<file path="config.mk">
export PLATFORM = sky130hd
export DESIGN_NAME = burst_rd_seq
export DESIGN_NICKNAME = d
export VERILOG_FILES = /design/src/rtl/brs_pkg.sv /design/src/rtl/brs_cfg_reg.sv /design/src/rtl/brs_timer.sv /design/src/rtl/brs_addr_gen.sv /design/src/rtl/burst_rd_seq.sv
export SDC_FILE = /design/constraint.sdc
export NUM_CORES = 1
export LEC_CHECK = 0
export ABC_AREA = 0
export BUFFER_PORTS_ARGS = -buffer_cell sky130_fd_sc_hd__buf_2
export CORE_MARGIN = 2
export CORE_UTILIZATION = 40
export CTS_BUF_LIST = sky130_fd_sc_hd__clkbuf_8
export CTS_CLUSTER_SIZE = 8
export DETAILED_ROUTE_END_ITERATION = 7
export GPL_ROUTABILITY_DRIVEN = 0
export HOLD_SLACK_MARGIN = 0.03
export PLACE_DENSITY = 0.65
export SLEW_MARGIN = 20
export SYNTH_ARGS = -nofsm -noshare
export SYNTH_HDL_FRONTEND = slang
export SYNTH_SLANG_ARGS = --single-unit
export TNS_END_PERCENT = 5
</file>
<file path="constraint.sdc">
create_clock -name clk -period 2.65 [get_ports clk]
set_input_delay 0.53 -clock clk [delete_from_list [all_inputs] [get_ports clk]]
set_output_delay 0.53 -clock clk [all_outputs]
set_load 0.05 [all_outputs]
</file>
<file path="src/rtl/brs_pkg.sv">
package brs_pkg;

    typedef struct packed {
        logic       async_rd;
        logic       rsv_hi;
        logic [2:0] first_lat;
        logic       half_rate;
        logic       slow_step;
        logic       rdy_lead;
        logic       linear;
        logic       rise_edge;
        logic [2:0] rsv_lo;
        logic [2:0] blen;
    } brs_cfg_t;

    typedef enum logic [1:0] {
        ST_IDLE,
        ST_WAIT,
        ST_BEAT
    } brs_state_e;

    localparam logic [2:0]  BLEN_4    = 3'b001;
    localparam logic [2:0]  BLEN_8    = 3'b010;
    localparam logic [2:0]  BLEN_CONT = 3'b111;
    localparam logic [15:0] CFG_RESET = 16'hB8C1;
    localparam logic [15:0] CFG_KEEP  = 16'hBFC7;

    function automatic logic cfg_ok(input logic [15:0] w);
        return ((w[2:0] == BLEN_4) || (w[2:0] == BLEN_8) || (w[2:0] == BLEN_CONT))
               && (w[13:11] >= 3'd2);
    endfunction

endpackage

</file>
<file path="src/rtl/brs_cfg_reg.sv">
module brs_cfg_reg
    import brs_pkg::*;
(
    input  logic        clk,
    input  logic        rst_n,
    input  logic        wr_en,
    input  logic [15:0] wr_data,
    output brs_cfg_t    cfg
);

    typedef struct packed {
        brs_cfg_t word;
    } reg_t;

    reg_t r_d, r_q;

    always_comb begin
        r_d = r_q;
        if (wr_en && cfg_ok(wr_data)) begin
            r_d.word = brs_cfg_t'(wr_data & CFG_KEEP);
        end
    end

    always_ff @(posedge clk or negedge rst_n) begin
        if (!rst_n) begin
            r_q.word <= brs_cfg_t'(CFG_RESET);
        end else begin
            r_q <= r_d;
        end
    end

    assign cfg = r_q.word;

endmodule

</file>
<file path="src/rtl/brs_timer.sv">
module brs_timer
    import brs_pkg::*;
#(
    parameter int AW = 16
) (
    input  logic          clk,
    input  logic          rst_n,
    input  logic          start,
    input  brs_cfg_t      cfg,
    output logic          beat_vld,
    output logic          beat_vld_nxt,
    output logic [AW-1:0] beat_idx
);

    localparam int LAT_W  = 4;
    localparam int HOLD_W = 2;

    typedef struct packed {
        brs_state_e        st;
        logic [LAT_W-1:0]  wait_cnt;
        logic [HOLD_W-1:0] hold;
        logic [AW-1:0]     idx;
    } tmr_t;

    tmr_t r_d, r_q;

    logic [LAT_W-1:0]  x_eff;
    logic [HOLD_W-1:0] hold_rl;
    logic              cont;
    logic [AW-1:0]     last_idx;

    always_comb begin
        x_eff    = cfg.half_rate ? {cfg.first_lat, 1'b0} : {1'b0, cfg.first_lat};
        hold_rl  = {cfg.slow_step & cfg.half_rate, cfg.slow_step | cfg.half_rate};
        cont     = (cfg.blen == BLEN_CONT);
        last_idx = (cfg.blen == BLEN_8) ? AW'(7) : AW'(3);

        r_d = r_q;
        case (r_q.st)
            ST_WAIT: begin
                if (r_q.wait_cnt == '0) begin
                    r_d.st   = ST_BEAT;
                    r_d.idx  = '0;
                    r_d.hold = hold_rl;
                end else begin
                    r_d.wait_cnt = r_q.wait_cnt - 1'b1;
                end
            end
            ST_BEAT: begin
                if (r_q.hold != '0) begin
                    r_d.hold = r_q.hold - 1'b1;
                end else if (!cont && (r_q.idx == last_idx)) begin
                    r_d.st = ST_IDLE;
                end else begin
                    r_d.idx  = r_q.idx + 1'b1;
                    r_d.hold = hold_rl;
                end
            end
            default: ;
        endcase

        if (start) begin
            r_d.st       = ST_WAIT;
            r_d.wait_cnt = x_eff - LAT_W'(2);
        end
        if (cfg.async_rd) begin
            r_d.st = ST_IDLE;
        end
    end

    always_ff @(posedge clk or negedge rst_n) begin
        if (!rst_n) begin
            r_q.st       <= ST_IDLE;
            r_q.wait_cnt <= '0;
            r_q.hold     <= '0;
            r_q.idx      <= '0;
        end else begin
            r_q <= r_d;
        end
    end

    assign beat_vld     = (r_q.st == ST_BEAT);
    assign beat_vld_nxt = (r_d.st == ST_BEAT);
    assign beat_idx     = r_q.idx;

endmodule

</file>
<file path="src/rtl/brs_addr_gen.sv">
module brs_addr_gen
    import brs_pkg::*;
#(
    parameter int AW = 16
) (
    input  logic          clk,
    input  logic          rst_n,
    input  logic          start,
    input  logic [AW-1:0] start_addr,
    input  brs_cfg_t      cfg,
    input  logic [AW-1:0] beat_idx,
    output logic [AW-1:0] seq_addr
);

    typedef struct packed {
        logic [AW-1:0] base;
    } ag_t;

    ag_t r_d, r_q;

    logic [AW-1:0] win_mask;
    logic [AW-1:0] sum;

    always_comb begin
        r_d = r_q;
        if (start) begin
            r_d.base = start_addr;
        end

        win_mask = (cfg.blen == BLEN_8) ? AW'(7) : AW'(3);
        sum      = r_q.base + beat_idx;

        if (cfg.blen == BLEN_CONT) begin
            seq_addr = sum;
        end else if (cfg.linear) begin
            seq_addr = (r_q.base & ~win_mask) | (sum & win_mask);
        end else begin
            seq_addr = (r_q.base & ~win_mask) | ((r_q.base ^ beat_idx) & win_mask);
        end
    end

    always_ff @(posedge clk or negedge rst_n) begin
        if (!rst_n) begin
            r_q.base <= '0;
        end else begin
            r_q <= r_d;
        end
    end

endmodule

</file>
<file path="src/rtl/burst_rd_seq.sv">
module burst_rd_seq
    import brs_pkg::*;
#(
    parameter int             AW       = 16,
    parameter int             DW       = 16,
    parameter int             CW       = 8,
    parameter logic [CW-1:0]  SIG_ADDR = CW'(5)
) (
    input  logic          clk,
    input  logic          rst_n,
    input  logic          cmd_we,
    input  logic [15:0]   cmd_wdata,
    input  logic [CW-1:0] cmd_addr,
    output logic [15:0]   cmd_rdata,
    input  logic          rd_start,
    input  logic [AW-1:0] rd_addr,
    output logic [AW-1:0] arr_addr,
    input  logic [DW-1:0] arr_rdata,
    output logic [DW-1:0] dout,
    output logic          rdy,
    output logic          clk_rise_sel
);

    brs_cfg_t      cfg;
    logic          sync_start;
    logic          beat_vld;
    logic          beat_vld_nxt;
    logic [AW-1:0] beat_idx;
    logic [AW-1:0] seq_addr;

    typedef struct packed {
        logic [DW-1:0] dout;
        logic          rdy;
    } out_t;

    out_t o_d, o_q;

    assign sync_start = rd_start & ~cfg.async_rd;

    brs_cfg_reg u_cfg (
        .clk     (clk),
        .rst_n   (rst_n),
        .wr_en   (cmd_we),
        .wr_data (cmd_wdata),
        .cfg     (cfg)
    );

    brs_timer #(.AW(AW)) u_tmr (
        .clk          (clk),
        .rst_n        (rst_n),
        .start        (sync_start),
        .cfg          (cfg),
        .beat_vld     (beat_vld),
        .beat_vld_nxt (beat_vld_nxt),
        .beat_idx     (beat_idx)
    );

    brs_addr_gen #(.AW(AW)) u_ag (
        .clk        (clk),
        .rst_n      (rst_n),
        .start      (sync_start),
        .start_addr (rd_addr),
        .cfg        (cfg),
        .beat_idx   (beat_idx),
        .seq_addr   (seq_addr)
    );

    always_comb begin
        o_d = o_q;
        if (beat_vld) begin
            o_d.dout = arr_rdata;
        end
        o_d.rdy = cfg.rdy_lead ? beat_vld_nxt : beat_vld;
    end

    always_ff @(posedge clk or negedge rst_n) begin
        if (!rst_n) begin
            o_q.dout <= '0;
            o_q.rdy  <= 1'b0;
        end else begin
            o_q <= o_d;
        end
    end

    assign arr_addr     = (!cfg.async_rd && beat_vld) ? seq_addr : rd_addr;
    assign dout         = cfg.async_rd ? arr_rdata : o_q.dout;
    assign rdy          = cfg.async_rd | o_q.rdy;
    assign cmd_rdata    = (cmd_addr == SIG_ADDR) ? 16'(cfg) : 16'h0000;
    assign clk_rise_sel = cfg.rise_edge;

endmodule

</file>
Word level (Yosys, flattened, before mapping). Cells that the tools add are included.

Register bits after elaboration: 69. Input bits: 60. Output and inout port bits: 50. Logic and storage cells: 84.

Bitwise logic cells: 12. Equal/unequal tests: 15. Add/sub/neg operators: 5. Reductions and logical operators: 15. Order comparisons: 1. Mux-type cells: 21.

Operator list (count): 16-bit two-way mux (6); 16-bit AND (3); 18-bit two-way mux (2); 18-bit case mux with 2 select lines (1); 16-bit OR (2); 16-bit by 1-bit adder with 16-bit output, second input constant (1); 16-bit adder (1); 16-bit == test (1); 16-bit inverter (1); 16-bit bitwise XOR (1); 4-bit two-way mux (3); 2-bit two-way mux (5); 8-bit by 3-bit == test with 1-bit output, second input constant (1); 3-bit by 2-bit == test with 1-bit output, second input constant (2); 3-bit == test, second input constant (2); 6-bit two-way mux (1); 2-bit != test, second input constant (3); 2-bit nonzero test (3); 2-bit == test, second input constant (2); 1-bit logical AND (4); 4-bit zero test (1); 2-bit case mux with 2 select lines (1); 4-bit AND reduction (1); 4-bit by 1-bit subtractor with 4-bit output, second input constant (1); other kinds (16) (20).

Longest topological paths before layout. Gate-level depths: netlist of run 1.

Depth after elaboration: 11. Gate-level depth with buffers: 10. Mapped depth without buffers: 10.

Cells and area by module. From an unflattened synthesis of run 1, not the netlist that was laid out.

Cell total of the unflattened synthesis: 507. Area, all modules: 5026.1 um2.

By module, submodules not included: brs_timer (sequential area each 600.6 um2, cells each 185, instances 1, area an instance 1649.1 um2); brs_addr_gen (sequential area each 400.4 um2, cells each 171, instances 1, area an instance 1556.5 um2); burst_rd_seq (sequential area each 425.4 um2, cells each 113, instances 1, area an instance 1281.2 um2); brs_cfg_reg (sequential area each 309.0 um2, cells each 38, instances 1, area an instance 539.3 um2).

Least setup slack after synthesis of run 1. Ideal clock, no wire load.

Kind: register to output. Start: register u_tmr.r_q (netlist bit u_tmr.beat_idx[0]). End: output port arr_addr[14]. Arrival: 3.773 ns. Stages on the path, launching flop included: 11. Setup slack: -1.653 ns. Required time: 2.120 ns. Path buffers: 0. Cell sequence: dfrtp_1 > ha_1 > inv_1 > fa_1 > nor2b_1 > o21ai_0 > a31oi_1 > a21oi_1 > o21ai_0 > xnor2_1 > o311ai_0.

Cells in the longest elaborated chain, start to end: 6.

Ends and longest elaborated chain: from (decl) (line brs_timer.sv:25) `tmr_t r_d, r_q;`; from (signal assigned) (line brs_timer.sv:78) `r_q <= r_d;`; 16-bit adder * (line brs_addr_gen.sv:31) `sum = r_q.base + beat_idx;`; 16-bit AND (line brs_addr_gen.sv:36) `seq_addr = (r_q.base & ~win_mask) | (sum & win_mask);`; 16-bit OR (line brs_addr_gen.sv:36); 16-bit two-way mux (line brs_addr_gen.sv:35) `end else if (cfg.linear) begin`; 16-bit two-way mux * (line brs_addr_gen.sv:33) `if (cfg.blen == BLEN_CONT) begin`; 16-bit two-way mux * (line burst_rd_seq.sv:85) `assign arr_addr = (!cfg.async_rd && beat_vld) ? seq_addr : rd_addr;`; to (decl) (line burst_rd_seq.sv:17) `output logic [AW-1:0] arr_addr,`.

Mark *: on every way between the ends. The rest lies on a longest branch, timed or not.

Worst setup path after layout of run 1.
Start: register u_tmr.r_q (netlist bit u_tmr.beat_idx[0]). End: output port arr_addr[6].

The elaborated chain is that of the path after synthesis.

==> summary.md, run 1 <==
| Metric | Value |
|---|---|
| # IOs | 110 |
| Post-DP HPWL | 8510 um |
| Hold Path Class | in2async |
| Rows | 38 |
| CTS tree | yes |
| First drt pass iteration count | 4 |
| Unique cell type count in the Yosys netlist | 58 |
| RSZ-0062 raised after global routing | yes |
| Synth-to-Final Area Change | 33.6% |
| GRT met2 Usage | 0.344 |
| Synthesized area | ~4500 um2 |
| Post-route ant nets | 0 |
| Clock root cell | clkbuf_8 |
| Crit path launch type | register |
| Die area | 12100 um2 |
| Num CTS Buffers | 9 |
| Clock power share | 0.202 |
| Status | complete, but fails checks |
| Main flop type after synthesis | dfrtp_1 |
| Leading area contributor after synthesis | dfrtp_1 |
| Antenna violations before repair | 0 |
| GR Overflow Total | 0 |
| Design area | around 6000 um2 |
| Slowest stage delay, CP | around 0.36 ns |
| Vias after detailed routing | 4029 |
| Number of buffers added on ports | 101 |
| Reg power frac | 0.378 |
| Setup WS post-layout | -0.433 ns |
| Post-synthesis sequential area ratio | 0.386 |
| Synth Warn # | 0 |
| # diodes | 0 |
| PwrDens | 661 nW/um2 |
| P_sw | 0.00158 W |
| Final min period | about 3.1 ns |
| Vias in the first global route | approximately 4100 |
| Via density | about 5.3 |
| M1 GR Usage | 0.237 |
| Worst EP required | about 2.1 ns |
| Final worst-path cycle share | 1.16 |
| Bufs and invs on worst path | 3 |
| Worst path slowest cell | dfrtp_1 |
| Failing checks | setup timing |
| Leak pwr | approximately 2.9 nW |
| Number of fill cells | between 900 and 1000 |
| WS Path Type | reg2out |
| Hold_ws | 0.140 ns |
| CTS sink count | just under 70 |
| Least-Margin Pin Slew | about 0.57 ns |
| Seq cells post-synth | 69 |
| Die Span Y | ~110 um |
| DRT Wirelength | 11300 um |
| Largest net degree at the start of global routing | between 40 and 50 |
| Critical Path, Cell by Cell | ha_2, inv_1, fa_2, nor2b_2, o21ai_2, buf_4, a21oi_2, nor3_1, or3_1, a31oi_2, buf_6 |
| Hold_buf cts | 0 |
| Busiest grt layer | met2 |
| Most frequent cells in the layout | 85 x buf_2, 62 x dfrtp_1, 62 x buf_4 |
| FF+latch area | 1740 um2 |
| CP max FO | 3 |
| Syn avg cell area | 9.58 um2 |
| Commonest non-fill, non-tap cell in the layout | buf_2 |
| Initial DRC count | 170 |
| Clk_skew | slightly above 0.009 ns |
| Final setup fails | 14 |
| Max Slew Vio Count | 0 |
| Clk pin slew, worst setup/hold paths | roughly 0.08 ns |
| CP delay by family, top | adder cells |
| Placed cell area | roughly 5600 um2 |
| Clock buffer depth | 2 |
| Die width | between 100 and 150 um |
| Maxcap violations | 0 |
| Top cell type's share of synthesized area | 0.345 |
| Core Region | 10900 um2 |
| Total GRT Usage | 0.199 |
| Crit. End Element | primary output |
| Final nets | roughly 700 |
| Met3 Use GR | 0.0535 |
| Asr flop ratio synth | 1.00 |
| FMAX | 324 MHz |
| Top post-synthesis cells by area | dfrtp_1 35%, mux2_2 15%, ha_1 5.6% |
| VDD IR max | 0.482 mV |
| Initial Utilization | 0.413 |
| Final Hold Fails | 0 |
| Worst rel slew slack | 0.620 |
| Drt drc | 0 |
| Worst-skew pair later-pin latency | about 0.38 ns |
| Wire per inst | ~15 um |
| First-pass GRT wire length | ~19000 um |
| Comb power frac | 0.420 |
| Gate Count Post-Synth | approximately 470 |
| Net Sw Frac | 0.399 |
| Worst slack, placed | -0.344 ns |
| Int Power | approximately 0.0024 W |
| Post-synth EDFFs | 0 |
| H-tree depth | 3 |
| Layout cells sized above 1 | 0.453 |
| Overall power | between 0.003 and 0.004 W |
| Worst Path Arrival | approximately 2.6 ns |
| Footprint of the multi-input gates | ~2800 um2 |
==> final cells by class <==
class	instances	share of cell area
Multi-Input combinational cell	369	0.466
Clock inverter	7	0.00854
Tap cell	140	0.0292
Timing Repair Buffer	163	0.181
Sequential cell	69	0.289
Inverter	10	0.00625
Clock buffer	9	0.0206
==> registers in the layout, summed over array words and instances, names as in the netlist <==
signal,count
o_q,17
u_ag.r_q,16
u_tmr.beat_idx,16
u_cfg.cfg,12
u_tmr.r_q,8
==> power by group through the flow <==
| stage | registers, W | logic [W] | clock network (W) |
|---|---|---|---|
| floorplan | 0.00145 | 0.00121 | 0 |
| global placement | 0.00150 | 0.00156 | 0 |
| detailed placement | 0.00152 | 0.00162 | 0 |
| CTS | 0.00150 | 0.00164 | 0.000828 |
| global route | 0.00154 | 0.00183 | 0.000868 |
| finish | 0.00150 | 0.00167 | 0.000801 |
==> stage by stage <==
stage          utilization  instances  TNS, ns
2_1_floorplan            -        472    -2.68
3_3_place_gp         0.516        750    -2.10
3_5_place_dp         0.516        750    -2.32
4_1_cts              0.541        766    -5.42
5_1_grt              0.551        767    -5.90
6_report             0.551        767    -3.95
==> cell usage after synthesis (all sizes together) (5+ instances only) <==
library cell / instances
ha: 20
nor2: 40
buf: 9
dfrtp: 62
mux2: 58
and3: 6
clkbuf: 15
and2: 15
or3: 6
inv: 10
a21oi: 34
nand2: 48
dfstp: 7
nor3: 7
nand3: 10
o21ai: 29
xor2: 14
a31oi: 7
a21o: 5
xnor2: 12
==> worst paths after layout <==
path,startpoint,end,slack [ns],cells past startpoint
max,u_tmr.beat_idx[0]$_DFFE_PN0P_,arr_addr[6],-0.43,11
min,rst_n,o_q[16]$_DFFE_PN0P_,0.14,1
max reg2reg,u_tmr.r_q[18]$_DFFE_PN0P_,u_tmr.beat_idx[13]$_DFFE_PN0P_,0.20,9
min reg2reg,o_q[16]$_DFFE_PN0P_,o_q[16]$_DFFE_PN0P_,0.51,1
max in group asynchronous,rst_n,u_cfg.cfg[0]$_DFFE_PN1P_,1.79,2
min in group clk,cmd_wdata[1],u_cfg.cfg[0]$_DFFE_PN1P_,0.36,2
==> layer usage <==
| metal | routed length, um | vias up |
|---|---|---|
| met5 | 0 | - |
| met4 | 124 | 0 |
| met3 | 710 | 18 |
| met2 | 5610 | 110 |
| met1 | 4840 | 1928 |
| li1 | - | 1973 |
==> repair_timing <==
item / 4_1_cts / 5_1_grt
pin swaps: 11 / 18
buffers inserted: 0 / 1
resized for setup: 34 / 27
endpoints found under the hold margin: 0 / 0
endpoints found under the setup margin: 15 / 17
==> kinds of logic after synthesis <==
kind of cell             Yosys count  share of synthesized area
AND/OR/NAND/NOR                  157                      0.175
AO/OA/AOI/OAI                     99                      0.140
flip-flops                        69                      0.386
multiplexers                      62                      0.154
buffers and inverters             34                     0.0323
XOR/XNOR                          26                     0.0507
adder cells (fa/ha/maj)           21                     0.0602
other                              1                   0.000835
No activity file was read; power rests on OpenSTA's default activity.
==> run 2, diff against run 1 <==
--- a/config.mk
+++ b/config.mk
@@ -19,4 +19,4 @@
 export SYNTH_ARGS = -nofsm -noshare
 export SYNTH_HDL_FRONTEND = slang
 export SYNTH_SLANG_ARGS = --single-unit
-export TNS_END_PERCENT = 5
+export TNS_END_PERCENT = 50
==> summary.md, run 2 (same netlist as run 1, synthesis figures left out) <==
| Metric | Value |
|---|---|
| Status | complete, but fails checks |
| Failing checks | setup timing |
| RSZ-0062 raised after global routing | yes |
| Reg2reg setup slack | approximately 0.18 ns |
| Clk_skew | approximately 0.009 ns |
| Post-route ant nets | 0 |
| Placed cell area | roughly 5600 um2 |
| Met3 WL | between 500 and 600 um |
| Leak pwr | between 2 and 3 nW |
| Setup WS post-layout | -0.398 ns |
| Met2 routed WL | around 5500 um |
| Final setup fails | 14 |
| Commonest non-fill, non-tap cell in the layout | buf_2 |
| Wire per inst | between 10 and 15 um |
| Critical Path, Cell by Cell | ha_2, inv_2, fa_2, nor2b_2, o21ai_2, a31oi_4, a21oi_2, o21ai_2, xnor2_2, o311ai_4, buf_6 |
| Number of fill cells | between 900 and 1000 |
| Slowest stage delay, CP | around 0.36 ns |
| Final min period | slightly above 3 ns |
| Worst-skew pair later-pin latency | about 0.36 ns |
| H-tree depth | 3 |
| Post-DP HPWL | between 8000 and 9000 um |
| Crit. End Element | primary output |
| Met1 Wirelength | about 5000 um |
| VDD IR max | between 0.4 and 0.5 mV |
| CTS tree | yes |
| Synth-to-Final Area Change | 36.0% |
| Critical R2R Capture | u_tmr.beat_idx[11]$_DFFE_PN0P_ |
| Die area | between 10000 and 15000 um2 |
| CP delay by family, top | compound AO/OA/AOI/OAI gates |
| Clock root cell | clkbuf_8 |
| Initial DRC count | 119 |
| GR Overflow Total | 0 |
| Design area | 6110 um2 |
| FF-to-FF Start | u_tmr.r_q[18]$_DFFE_PN0P_ |
| Via density | 5.20 |
| FMAX | about 330 MHz |
| Worst path most repeated cell | o21ai_2 |
| Maxcap violations | 0 |
| Max reg flops | 17 |
| Worst EP required | ~2.1 ns |
| # IOs | 110 |
| Worst Path Arrival | between 2 and 3 ns |
| Hold Path Class | in2async |
| Overall power | ~0.004 W |
| PwrDens | ~660 nW/um2 |
| Die width | ~110 um |
| Final setup TNS | -3.88 ns |
| Antenna violations before repair | 0 |
| DRT Wirelength | between 10000 and 15000 um |
| Die Span Y | approximately 110 um |
| Most flops, register | o_q |
| Vias after detailed routing | roughly 4000 |
| # diodes | 0 |
| Clock buffer depth | 2 |
| Total GRT Usage | 0.197 |
| Rows | 38 |
| R2R cell count | 9 |
| Least-Margin Pin Slew | 0.599 ns |
| Hold_ws | 0.165 ns |
| First-pass GRT wire length | about 19000 um |
| Clk pin slew, worst setup/hold paths | around 0.080 ns |
| Worst path slowest cell | dfrtp_1 |
| Bufs and invs on worst path | 2 |
| Num CTS Buffers | 9 |
| Final worst-path cycle share | 1.15 |
| Final Hold Fails | 0 |
| Vias in the first global route | 3983 |
| First drt pass iteration count | 4 |
| Final nets | between 700 and 800 |
| Largest net degree at the start of global routing | 46 |
| Max layer used | met4 |
| Worst rel slew slack | 0.601 |
| Drt drc | 0 |
| Crit path launch type | register |
| CP max FO | 4 |
| Initial Utilization | 0.413 |
| Max Slew Vio Count | 0 |
| Layout cells sized above 1 | 0.468 |
| Number of buffers added on ports | 101 |
| Most frequent cells in the layout | 86 x buf_2, 61 x dfrtp_1, 59 x buf_4 |
| CTS sink count | roughly 70 |
| WS Path Type | reg2out |
| Core Region | around 11000 um2 |
run 2: power breakdown:
part	internal [W]	switching, W
clock network	0.000458	0.000435
registers	0.00130	0.000209
logic	0.000736	0.000922
run 2: repair_timing:
action / in CTS / in global routing
hold buffers: 0 / 0
setup endpoints to repair: 15 / 19
resized for setup: 50 / 19
pin swaps: 23 / 18
buffers inserted: 2 / 1
run 2: how the worst max path moves through the flow:
stage                                        from            to  slack, ns  depth (start not counted)
finish                    u_ag.r_q[0]$_DFFE_PN0P_  arr_addr[14]      -0.40                         11
global route              u_ag.r_q[0]$_DFFE_PN0P_  arr_addr[10]      -0.53                         11
CTS                       u_ag.r_q[0]$_DFFE_PN0P_  arr_addr[14]      -0.47                         11
detailed placement  u_tmr.beat_idx[1]$_DFFE_PN0P_  arr_addr[11]      -0.36                          9
global placement    u_tmr.beat_idx[0]$_DFFE_PN0P_  arr_addr[14]      -0.31                         11
floorplan                 u_tmr.r_q[22]$_DFF_PN0_   arr_addr[1]      -0.28                          6
run 2: routing by layer:
layer  track usage  vias to the layer above
li1              -                     1963
met1         0.244                     1874
met2         0.332                      120
met3        0.0488                       25
met4        0.0741                        0
met5             0                        -
run 2: layout make-up:
type | count | area [um2] | share of cell area
repair buffers | 162 | 1070 | 0.176
clock inverters | 6 | 62.6 | 0.0102
well taps | 140 | 175 | 0.0287
multi-input cells | 369 | 2890 | 0.473
flip-flops and latches | 69 | 1740 | 0.284
inverters | 10 | 37.5 | 0.00614
clock buffers | 10 | 138 | 0.0225
run 2: per-stage QoR:
stage / setup WS [ns] / utilization / cells
6_report: -0.398 / 0.561 / 766
5_1_grt: -0.529 / 0.561 / 766
4_1_cts: -0.466 / 0.554 / 765
3_5_place_dp: -0.359 / 0.516 / 747
3_3_place_gp: -0.310 / 0.516 / 747
2_1_floorplan: -0.278 / - / 472
run 2: worst reg2reg max path, delay by kind of cell (launching register included):
kind	cells	cell delay, ns
AND/OR/NAND/NOR	3	0.98
buffers and inverters	1	0.09
flip-flops	1	0.38
AO/OA/AOI/OAI	4	0.79
adder cells (fa/ha/maj)	1	0.16
